--- src/rtl/link_lock_monitor.sv ---
module link_lock_monitor #(
  parameter int WIN_LEN = 130,
  parameter logic [WIN_LEN-1:0] SEQ_PATTERN = 130'h3_1C2B_5A69_F0E4_D287_93A5_C6B1_0F2E,
  parameter int TH_W = 8,
  parameter int DEF_TH = 3,
  parameter logic CLK0_EXP = 1'b1,
  parameter logic CLK1_EXP = 1'b0
) (
  input  logic            clk,
  input  logic            rst_n,
  input  logic            relock_i,
  input  logic            frame_vld_i,
  input  logic            clk_bit0_i,
  input  logic            clk_bit1_i,
  input  logic            enc_bit_i,
  input  logic [TH_W-1:0] thresh_i,
  input  logic            thresh_en_i,
  input  logic            clkchk_en_i,
  output logic            lock_o,
  output logic [TH_W-1:0] err_cnt_o
);
  localparam int IDX_W = $clog2(WIN_LEN);
  localparam logic [IDX_W-1:0] LAST_IDX = IDX_W'(WIN_LEN - 1);

  logic [IDX_W-1:0] idx_q;
  logic [TH_W-1:0]  cnt_q;
  logic             lock_q;

  logic [1:0]      clk_errs;
  logic            seq_err;
  logic [1:0]      frame_errs;
  logic [TH_W-1:0] eff_th;
  logic [TH_W:0]   sum;
  logic            hit;
  logic            step;

  assign clk_errs   = clkchk_en_i ? ({1'b0, clk_bit0_i != CLK0_EXP} + {1'b0, clk_bit1_i != CLK1_EXP}) : 2'd0;
  assign seq_err    = enc_bit_i != SEQ_PATTERN[idx_q];
  assign frame_errs = clk_errs + {1'b0, seq_err};
  assign eff_th     = !thresh_en_i ? TH_W'(DEF_TH) : (thresh_i == '0) ? TH_W'(1) : thresh_i;
  assign sum        = {1'b0, cnt_q} + (TH_W+1)'(frame_errs);
  assign hit        = sum >= {1'b0, eff_th};
  assign step       = lock_q && frame_vld_i && !relock_i;

  always_ff @(posedge clk or negedge rst_n) begin
    if (!rst_n) begin
      lock_q <= 1'b0;
      cnt_q  <= '0;
      idx_q  <= '0;
    end else if (relock_i) begin
      lock_q <= 1'b1;
      cnt_q  <= '0;
      idx_q  <= '0;
    end else if (step) begin
      idx_q <= (idx_q == LAST_IDX) ? '0 : idx_q + 1'b1;
      if (hit) begin
        lock_q <= 1'b0;
        cnt_q  <= eff_th;
      end else if (idx_q == LAST_IDX) begin
        cnt_q <= '0;
      end else begin
        cnt_q <= sum[TH_W-1:0];
      end
    end
  end

  assign lock_o    = lock_q;
  assign err_cnt_o = cnt_q;

  AST_RELOCK_CLEARS: assert property (@(posedge clk) disable iff (!rst_n)
    relock_i |=> lock_o && err_cnt_o == '0 && idx_q == '0);
  AST_UNLOCKED_FROZEN: assert property (@(posedge clk) disable iff (!rst_n)
    !lock_o && !relock_i |=> !lock_o && $stable(err_cnt_o));
  AST_IDLE_STABLE: assert property (@(posedge clk) disable iff (!rst_n)
    lock_o && !frame_vld_i && !relock_i |=> lock_o && $stable(err_cnt_o) && $stable(idx_q));
  AST_DROP_AT_TH: assert property (@(posedge clk) disable iff (!rst_n)
    step && hit |=> !lock_o && err_cnt_o == $past(eff_th));
  AST_WINDOW_CLEAR: assert property (@(posedge clk) disable iff (!rst_n)
    step && !hit && idx_q == LAST_IDX |=> lock_o && err_cnt_o == '0 && idx_q == '0);
  AST_INDEX_RANGE: assert property (@(posedge clk) disable iff (!rst_n)
    idx_q <= LAST_IDX);
endmodule

--- config.mk ---
export PLATFORM = sky130hd
export DESIGN_NAME = link_lock_monitor
export DESIGN_NICKNAME = d
export VERILOG_FILES = /design/src/rtl/link_lock_monitor.sv
export SDC_FILE = /design/constraint.sdc
export NUM_CORES = 1
export LEC_CHECK = 0
export ABC_AREA = 1
export BUFFER_PORTS_ARGS = -buffer_cell sky130_fd_sc_hd__buf_2
export CAP_MARGIN = 20
export CORE_ASPECT_RATIO = 0.9
export CORE_MARGIN = 4
export CORE_UTILIZATION = 62
export DETAILED_ROUTE_END_ITERATION = 10
export PLACE_DENSITY = 0.86
export SLEW_MARGIN = 10
export SYNTH_ARGS = -nofsm -noshare
export SYNTH_HDL_FRONTEND = slang
export SYNTH_SLANG_ARGS = --single-unit
--- constraint.sdc ---
create_clock -name clk -period 11.8 [get_ports clk]
set_input_delay 0.59 -clock clk [delete_from_list [all_inputs] [get_ports clk]]
set_output_delay 0.59 -clock clk [all_outputs]
set_load 0.02 [all_outputs]
# Word-level counts from Yosys, hierarchy flattened
# Memories as Yosys holds them, arrays and structs flattened.
# Index checks and enable logic that the tools add are counted.
op_classes:
  add_sub_neg: 4
  order_cmp: 2
  n_eq_ne: 2
  muxes: 14
  bitwise: 1
  n_reduce_logical: 7
ops:
  columns: ["operator", "count"]
  rows:
  - ["2-to-1 mux 8 bit", 9]
  - ["adder 8 x 2 -> 9 bit", 1]
  - ["greater-or-equal comparator 9 x 8 -> 1 bit", 1]
  - ["< comparator 8 x 9 -> 1 bit (second input constant)", 1]
  - ["adder 8 x 1 -> 8 bit (second input constant)", 1]
  - ["== test 8 bit (second input constant)", 1]
  - ["logical NOT 8 bit", 1]
  - ["2-to-1 mux 1 bit", 4]
  - ["nonzero test 2 bit", 2]
  - ["adder 1 x 1 -> 2 bit", 1]
  - ["adder 2 x 1 -> 2 bit", 1]
  - ["logical AND 1 bit", 2]
  - ["2-to-1 mux 2 bit", 1]
  - ["AND reduction 2 bit", 1]
  - ["logical NOT 1 bit", 1]
  - ["!= test 1 bit", 1]
  - ["inverter 1 bit", 1]
word_totals:
  regBits: 17
  mem_bits_ro: 256
  inputBits: 17
  output_inout_bits: 9
  memories: 1
memory_table:
  columns: ["memory", "words", "word_bits", "rd", "rd_ports_with_merged_regs", "wr", "line_no", "rtl"]
  rows:
  - ["(no name shown)", 256, 1, 1, 0, 0, "38", "assign seq_err = enc_bit_i != SEQ_PATTERN[idx_q];"]

# Longest topological paths before layout
# Gate-level depths: netlist of the first run.
depth:
  ltp_word: 9
  mapped_depth: 33
  depth_no_buf: 33

# Worst setup path before layout of the first run
# No wires, ideal clock.
synth_timing:
  path_type: "reg2reg"
  from: "register idx_q[0]"
  to: "register cnt_q[1] (netlist: err_cnt_o[1])"
  setup_ns: 0.117
  t_arrival_ns: 3.583
  setup_slack_ns: 8.099
  stages_incl_launch_ff: 33
  path_buffers: 0
  synth_period_minus_slack_ns: 3.701
  path_cell_list: "dfrtp_1 inv_1 ha_1 inv_1 nand2_1 nand3_1 nand3_1 nand3_1 nand2_1 nand2_1 nand3_1 nand2_1 nand2_1 ha_1 ha_1 inv_1 fa_1 nor2_4 nand2_1 nand2_1 inv_1 ha_1 nand2_1 inv_1 nand3_1 nand3_1 nand2_1 nand2_1 nand2_2 nand2_4 nand2_1 nand3_1 nand2_1"
synth_between:
  elab_chain_cells: 9
  word_cells_on_any_way: 11
synth_rtl:
  columns: ["item", "line_no", "rtl"]
  rows:
  - ["start, declared", "25", "logic [IDX_W-1:0] idx_q;"]
  - ["start signal, assigned", "55", "idx_q <= (idx_q == LAST_IDX) ? '0 : idx_q + 1'b1;"]
  - ["memory (256 x 1 bit)", null, null]
  - ["2-to-1 mux 1 bit (not written as such)", "38", null]
  - ["!= test 1 bit", "38", null]
  - ["adder 2 x 1 -> 2 bit", "39", "assign frame_errs = clk_errs + {1'b0, seq_err};"]
  - ["adder 8 x 2 -> 9 bit", "41", "assign sum = {1'b0, cnt_q} + (TH_W+1)'(frame_errs);"]
  - ["greater-or-equal comparator 9 x 8 -> 1 bit / 2-to-1 mux 8 bit (equally long branches)", "42, 59", null]
  - ["2-to-1 mux 8 bit (*)", "56", "if (hit) begin"]
  - ["2-to-1 mux 8 bit (*)", "54", "end else if (step) begin"]
  - ["2-to-1 mux 8 bit (*)", "50", "end else if (relock_i) begin"]
  - ["end signal, assigned", "58", "cnt_q <= eff_th;"]
  - ["end signal, assigned", "62", "cnt_q <= sum[TH_W-1:0];"]
  - ["end, declared", "26", "logic [TH_W-1:0] cnt_q;"]
# Every way passes the cells marked *; elsewhere a longest branch is shown, timed or not. The select of a mux whose other input is x is not followed.
# A chain may end at the register's enable or synchronous reset.

# Worst setup path in the final report of the first run
layout_timing:
  from: "register idx_q[0]"
  to: "register cnt_q[0] (netlist: err_cnt_o[0])"
# Same word-level chain as after synthesis.

==> results of run 1 <==
logic make-up (layout without fill, tap and decap cells):
kind of cell	after synthesis	count (layout)	share of synthesized area, %
buffers and inverters	44	70	9.99
flip-flops	17	17	23.7
AND/OR/NAND/NOR	167	167	43.6
AO/OA/AOI/OAI	17	17	6.08
XOR/XNOR	6	6	2.93
adder cells (fa/ha/maj)	19	19	13.7
per-stage QoR:
step / power (uW) / worst slack (ns)
6_report: 393 / 7.61
5_1_grt: 438 / 7.05
4_1_cts: 390 / 7.62
3_5_place_dp: 355 / 7.68
3_3_place_gp: 347 / 7.81
2_1_floorplan: 294 / 8.10
cell usage in the layout (no fill, tap or decap), types with 4 or more instances in the layout:
master and n:
nand2_2 4, nand3_1 40, o22ai_1 4, dfrtp_1 17, buf_2 25, inv_1 35
nor2_1 15, xor2_1 5, inv_2 5, ha_1 18, a21oi_1 8, nand2_1 91
worst reg2reg max path: cells and delay by family (launching register included):
kind	cells	cell delay [ns]
and+or+nand+nor	21	1.70
adders and majority gates	5	1.43
DFF	1	0.47
buffers and inverters	5	0.42
AOI/OAI and AO/OA	1	0.13
area by class of cell:
cell class,instances,share of cell area [%]
inverters,40,7.60
well taps,40,2.53
flip-flops and latches,17,21.5
clock inverters,1,0.380
clock buffers,3,1.14
repair buffers,26,6.71
multi-input cells,209,60.1
final timing paths:
kind / endpoint / slack, ns / cells past startpoint
max: err_cnt_o[0] / 7.61 / 32
min: lock_o / 0.19 / 1
max reg2reg: err_cnt_o[0] / 7.61 / 32
min reg2reg: err_cnt_o[0] / 0.52 / 2
max in group asynchronous: idx_q[6] / 11.33 / 1
min in group clk: err_cnt_o[0] / 0.52 / 2
state kept, by name, summed over array words and instances (netlist names):
signal	cells
lock_o	1
err_cnt_o	8
idx_q	8
power breakdown:
part / switching [uW] / leakage, uW / internal (uW)
logic: 168 / 0.000861 / 93.4
clock network: 20.2 / 0.0000139 / 12.9
registers: 24.6 / 0.000228 / 74.0
total: 212 / 0.00110 / 180
layer usage:
metal  up-vias  global-route usage, %  part of all wire, %
met2        68                   38.8                   43
met4         0                   5.72                 0.76
met1       785                   34.5                   49
met5         -                      0                    0
met3         6                   4.93                  6.6
li1        915                      -                    -
==> impl_metrics.env, run 1 <==
export IMPL_run_status="finished clean"
export IMPL_synth_nets=306
export IMPL_yosysSeqAreaShare_pct=23.7
export IMPL_path_max_fanout=9
export IMPL_post_drt_wl_per_cell_um=12.1
export IMPL_cts_max_level=1
export IMPL_diodes=0
export IMPL_gp_congestion=0.907
export IMPL_required_ns=12.05
export IMPL_cts_buffer_depth=2
export IMPL_clock_skew_ns=0.00498
export IMPL_hpwl_mm=3.30
export IMPL_vias=1774
export IMPL_critPathArrivalTime_ns=4.44
export IMPL_wl_mm=4.08
export IMPL_slew_violations=0
export IMPL_core_um2=2750
export IMPL_io_pins=26
export IMPL_drt_iter0_markers=105
export IMPL_port_buffers=25
export IMPL_grt_pass1_wl_mm=7.28
export IMPL_grt_max_degree=18
export IMPL_clk_latency_ns=0.30
export IMPL_yosys_warnings=0
export IMPL_antenna_left=0
export IMPL_setup_violations_final=0
export IMPL_dp_cells=332
export IMPL_final_nets=333
export IMPL_synthTopCellsByArea="dfrtp_1 (24%), nand2_1 (19%), ha_1 (13%)"
export IMPL_cts_sinks=17
export IMPL_clock_root_buffer="clkbuf_4"
export IMPL_multiInputGateArea_um2=1190
export IMPL_die_area_um2=3820
export IMPL_synth_edf_count=0
export IMPL_place_area_um2=1950
export IMPL_startpoint="idx_q[0]"
export IMPL_areaGrowthSynthToFinish_pct=10.3
export IMPL_die_h_um=59
export IMPL_synth_cells=270
export IMPL_fmax_mhz=238
export IMPL_powerDensity_nw_per_um2=199
export IMPL_synth_top_area_cell="dfrtp_1"
export IMPL_cts_buffers=3
export IMPL_viasPerCell=5.28
export IMPL_peakVddDrop_mv=0.162
export IMPL_fill_cells=256
export IMPL_rows=18
export IMPL_antenna_found_initial=0
export IMPL_die_x_um=64.7
export IMPL_final_setup_tns_ns=0
export IMPL_r2r_start="idx_q[0]"
export IMPL_hold_viol_final=0
export IMPL_overflow=0
export IMPL_slowest_delay_ns=0.47
export IMPL_power_leakage_uw=0.00110
export IMPL_fin_util_pct=71.9
export IMPL_period_share_pct=35.5
export IMPL_critPathMostFrequentCell="nand2_1"
export IMPL_hold_slack_ns=0.190
export IMPL_post_cts_buffers=0
export IMPL_slowest_stage="dfrtp_1"
export IMPL_drc_errors=0
export IMPL_yosysMostFrequentCell="nand2_1"
export IMPL_fin_crit_ns=4.19
export IMPL_maxCapViolCount=0
export IMPL_cts_resized=0
export IMPL_cts_tree="built"
export IMPL_grt_pass1_vias=1655
export IMPL_netlist_area_um2=1790
export IMPL_tightest_slew_ns=0.444
export IMPL_grt_usage_pct=24.4
export IMPL_synth_cell_types=33
export IMPL_ys_flop_type="dfrtp_1"
export IMPL_synth_top_area_share_pct=23.7
export IMPL_synthTopCellsByCount="nand2_1 (91), nand3_1 (40), inv_1 (35)"
export IMPL_ff_latch_area_um2=425
export IMPL_async_flop_share_pct=100
export IMPL_syn_area_per_cell_um2=6.64
export IMPL_dr_pass1_iters=5
export IMPL_critPathKind="flop to flop"
export IMPL_relSlewSlack_pct=70.4
export IMPL_hp_class="primary input to asynchronous set/reset pin"
export IMPL_drive_above_1_share_pct=17.2
export IMPL_fin_cells=336
export IMPL_design_area_um2=1980
export IMPL_start_kind="flop"
export IMPL_cp_end_kind="flop"
export IMPL_postCtsHoldBufs=0
export IMPL_cp_top_family="simple AND/OR/NAND/NOR gates"
export IMPL_ys_ff_latch=17
export IMPL_initial_utilization_pct=65.2
export IMPL_clk_pin_slew_ns=0.11
export IMPL_cp_buffers_inverters=5
export IMPL_rsz0062_at_grt="no"
Power figures use the tool's default switching activity.
==> run 2: changes to the inputs <==
--- a/config.mk
+++ b/config.mk
@@ -10,9 +10,9 @@
 export CAP_MARGIN = 20
 export CORE_ASPECT_RATIO = 0.9
 export CORE_MARGIN = 4
-export CORE_UTILIZATION = 62
+export CORE_UTILIZATION = 52
 export DETAILED_ROUTE_END_ITERATION = 10
-export PLACE_DENSITY = 0.86
+export PLACE_DENSITY = 0.77
 export SLEW_MARGIN = 10
 export SYNTH_ARGS = -nofsm -noshare
 export SYNTH_HDL_FRONTEND = slang
==> constraint.sdc (replaced) <==
create_clock -name clk -period 3.6 [get_ports clk]
set_input_delay 0.18 -clock clk [delete_from_list [all_inputs] [get_ports clk]]
set_output_delay 0.18 -clock clk [all_outputs]
set_load 0.02 [all_outputs]
==> run 2 against run 1 <==
Compared with the run above:
- the flow now finishes with violations (negative setup slack)
- cell count grew 11%
- count of clock-buffer cells in the layout grew 1
- critical path depth shrank 5
- first-iteration DRC count grew 140%
- critical path type unchanged
- largest cell class unchanged
==> impl_metrics.env, run 2 (synthesis results as in run 1) <==
export IMPL_powerDensity_nw_per_um2=758
export IMPL_final_cell_mix="nand2_1 (75), inv_1 (28), buf_4 (27)"
export IMPL_final_nets=368
export IMPL_gp_congestion=0.889
export IMPL_hpwl_mm=3.59
export IMPL_path_max_fanout=6
export IMPL_drc_errors=0
export IMPL_startpoint="idx_q[0]"
export IMPL_wl_mm=5.69
export IMPL_relSlewSlack_pct=68.3
export IMPL_peakVddDrop_mv=0.661
export IMPL_drt_iter0_markers=253
export IMPL_overflow=0
export IMPL_clock_skew_ns=0.00557
export IMPL_fin_cells=373
export IMPL_ff2ff_setup_slack_ns=-0.33
export IMPL_viasPerCell=5.74
export IMPL_grt_usage_pct=22.3
export IMPL_diodes=0
export IMPL_power_leakage_uw=0.00134
export IMPL_timing_final_ws_setup_ns=-0.334
export IMPL_clk_latency_ns=0.25
export IMPL_clk_pin_slew_ns=0.07
export IMPL_violations="negative setup slack"
export IMPL_period_share_pct=109
export IMPL_cts_buffers=3
export IMPL_final_common_cell="nand2_1"
export IMPL_fmax_mhz=254
export IMPL_place_area_um2=2150
export IMPL_r2r_start="idx_q[0]"
export IMPL_cts_tree="built"
export IMPL_die_x_um=69.9
export IMPL_tightest_slew_ns=0.475
export IMPL_required_ns=3.74
export IMPL_antenna_left=0
export IMPL_areaGrowthSynthToFinish_pct=43.7
export IMPL_cts_max_level=1
export IMPL_cp_end_kind="flop"
export IMPL_hold_viol_final=0
export IMPL_cts_sinks=17
export IMPL_dp_cells=359
export IMPL_rsz0062_at_grt="yes"
export IMPL_fill_cells=184
export IMPL_io_pins=26
export IMPL_critPathArrivalTime_ns=4.08
export IMPL_design_area_um2=2570
export IMPL_dr_pass1_iters=8
export IMPL_initial_utilization_pct=56.2
export IMPL_rr_endpoint="err_cnt_o[0]"
export IMPL_fin_crit_ns=3.93
export IMPL_die_h_um=63.7
export IMPL_grt_pass1_wl_mm=8.21
export IMPL_core_um2=3190
export IMPL_maxCapViolCount=0
export IMPL_reg2reg_depth=27
export IMPL_cts_buffer_depth=2
export IMPL_port_buffers=25
export IMPL_antenna_found_initial=0
export IMPL_hold_slack_ns=0.241
export IMPL_critPathKind="flop to flop"
export IMPL_clock_root_buffer="clkbuf_8"
export IMPL_die_area_um2=4450
export IMPL_vias=2142
export IMPL_drive_above_1_share_pct=41.7
export IMPL_fin_util_pct=80.8
export IMPL_grt_pass1_vias=1824
export IMPL_run_status="finished with violations"
export IMPL_preCtsSetupSlack_ns=-0.225
export IMPL_hp_class="primary input to flop"
export IMPL_post_drt_wl_per_cell_um=15.3
export IMPL_setup_violations_final=9
export IMPL_endpoint="err_cnt_o[0]"
export IMPL_start_kind="flop"
export IMPL_grt_max_degree=18
export IMPL_slew_violations=0
export IMPL_rows=19
==> run 2: changes by cell type in the layout (fill, tap and decap cells not counted), sizes merged <==
cell	previous run	this run
buf	26	58
clkinvlp	1	0
nand2	96	98
dlygate4sd3	0	1
clkbuf	3	4
==> run 2: critical path: stages (launching register included) <==
cell,delay [ns]
dfrtp_1,0.40
buf_6,0.15
ha_1,0.23
nand2_2,0.09
nand3_1,0.11
nand3_2,0.11
nand3_2,0.08
nand2_2,0.07
nand2_2,0.05
nand4_1,0.06
nand2_1,0.06
ha_2,0.20
xor2_2,0.18
buf_4,0.14
fa_2,0.42
nor2_4,0.16
nand3_4,0.11
xor2_1,0.18
ha_1,0.32
nand2_1,0.07
inv_1,0.07
nand2_2,0.07
nand2_4,0.09
nand2_8,0.09
nand2_4,0.11
nand2_1,0.08
nand3_2,0.07
nand2_1,0.06
==> run 2: through the flow <==
stage          setup TNS (ns)  power [uW]
3_3_place_gp            -1.17        1290
2_1_floorplan               0         972
4_1_cts                 -1.30        1650
6_report                -2.67        1950
5_1_grt                 -4.86        2090
3_5_place_dp            -1.82        1300
==> run 2: cell type report <==
class	instances	area, um2	share of cell area [%]
repair buffers	59	414	16.1
well taps	42	52.6	2.04
clock buffers	4	45.0	1.75
multi-input cells	211	1480	57.4
flip-flops and latches	17	427	16.6
inverters	40	158	6.12
==> run 2: worst min-delay path by stage <==
stage,from,to,slack (ns),cells past startpoint
2_1_floorplan,rst_n,err_cnt_o[0],-0.12,0
3_3_place_gp,rst_n,err_cnt_o[7],0.11,1
3_5_place_dp,rst_n,err_cnt_o[7],0.12,1
4_1_cts,relock_i,lock_o,0.24,3
5_1_grt,relock_i,lock_o,0.25,3
6_report,relock_i,lock_o,0.24,3
==> run 2: per-layer routing <==
metal  GRT usage (%)  vias to the layer above  wire length, um
met3            5.72                       39              647
li1                -                      994                -
met1            31.1                      959             2350
met5               0                        -                0
met2            35.5                      150             2530
met4            2.87                        0              170
==> run 2: report_power, final <==
| part | total [uW] | switching (uW) | internal, uW |
|---|---|---|---|
| sequential | 325 | 81.0 | 244 |
| combinational | 1480 | 856 | 628 |
| clock | 142 | 63.7 | 78.5 |
| total | 1950 | 1000 | 950 |
==> run 2: what timing repair did <==
item	CTS	global route
cloned	2	0
resized for setup	34	35
setup endpoints to repair	9	9
buffers inserted	4	3
pin swaps	17	23
hold buffers	1	0
endpoints found under the hold margin	17	0
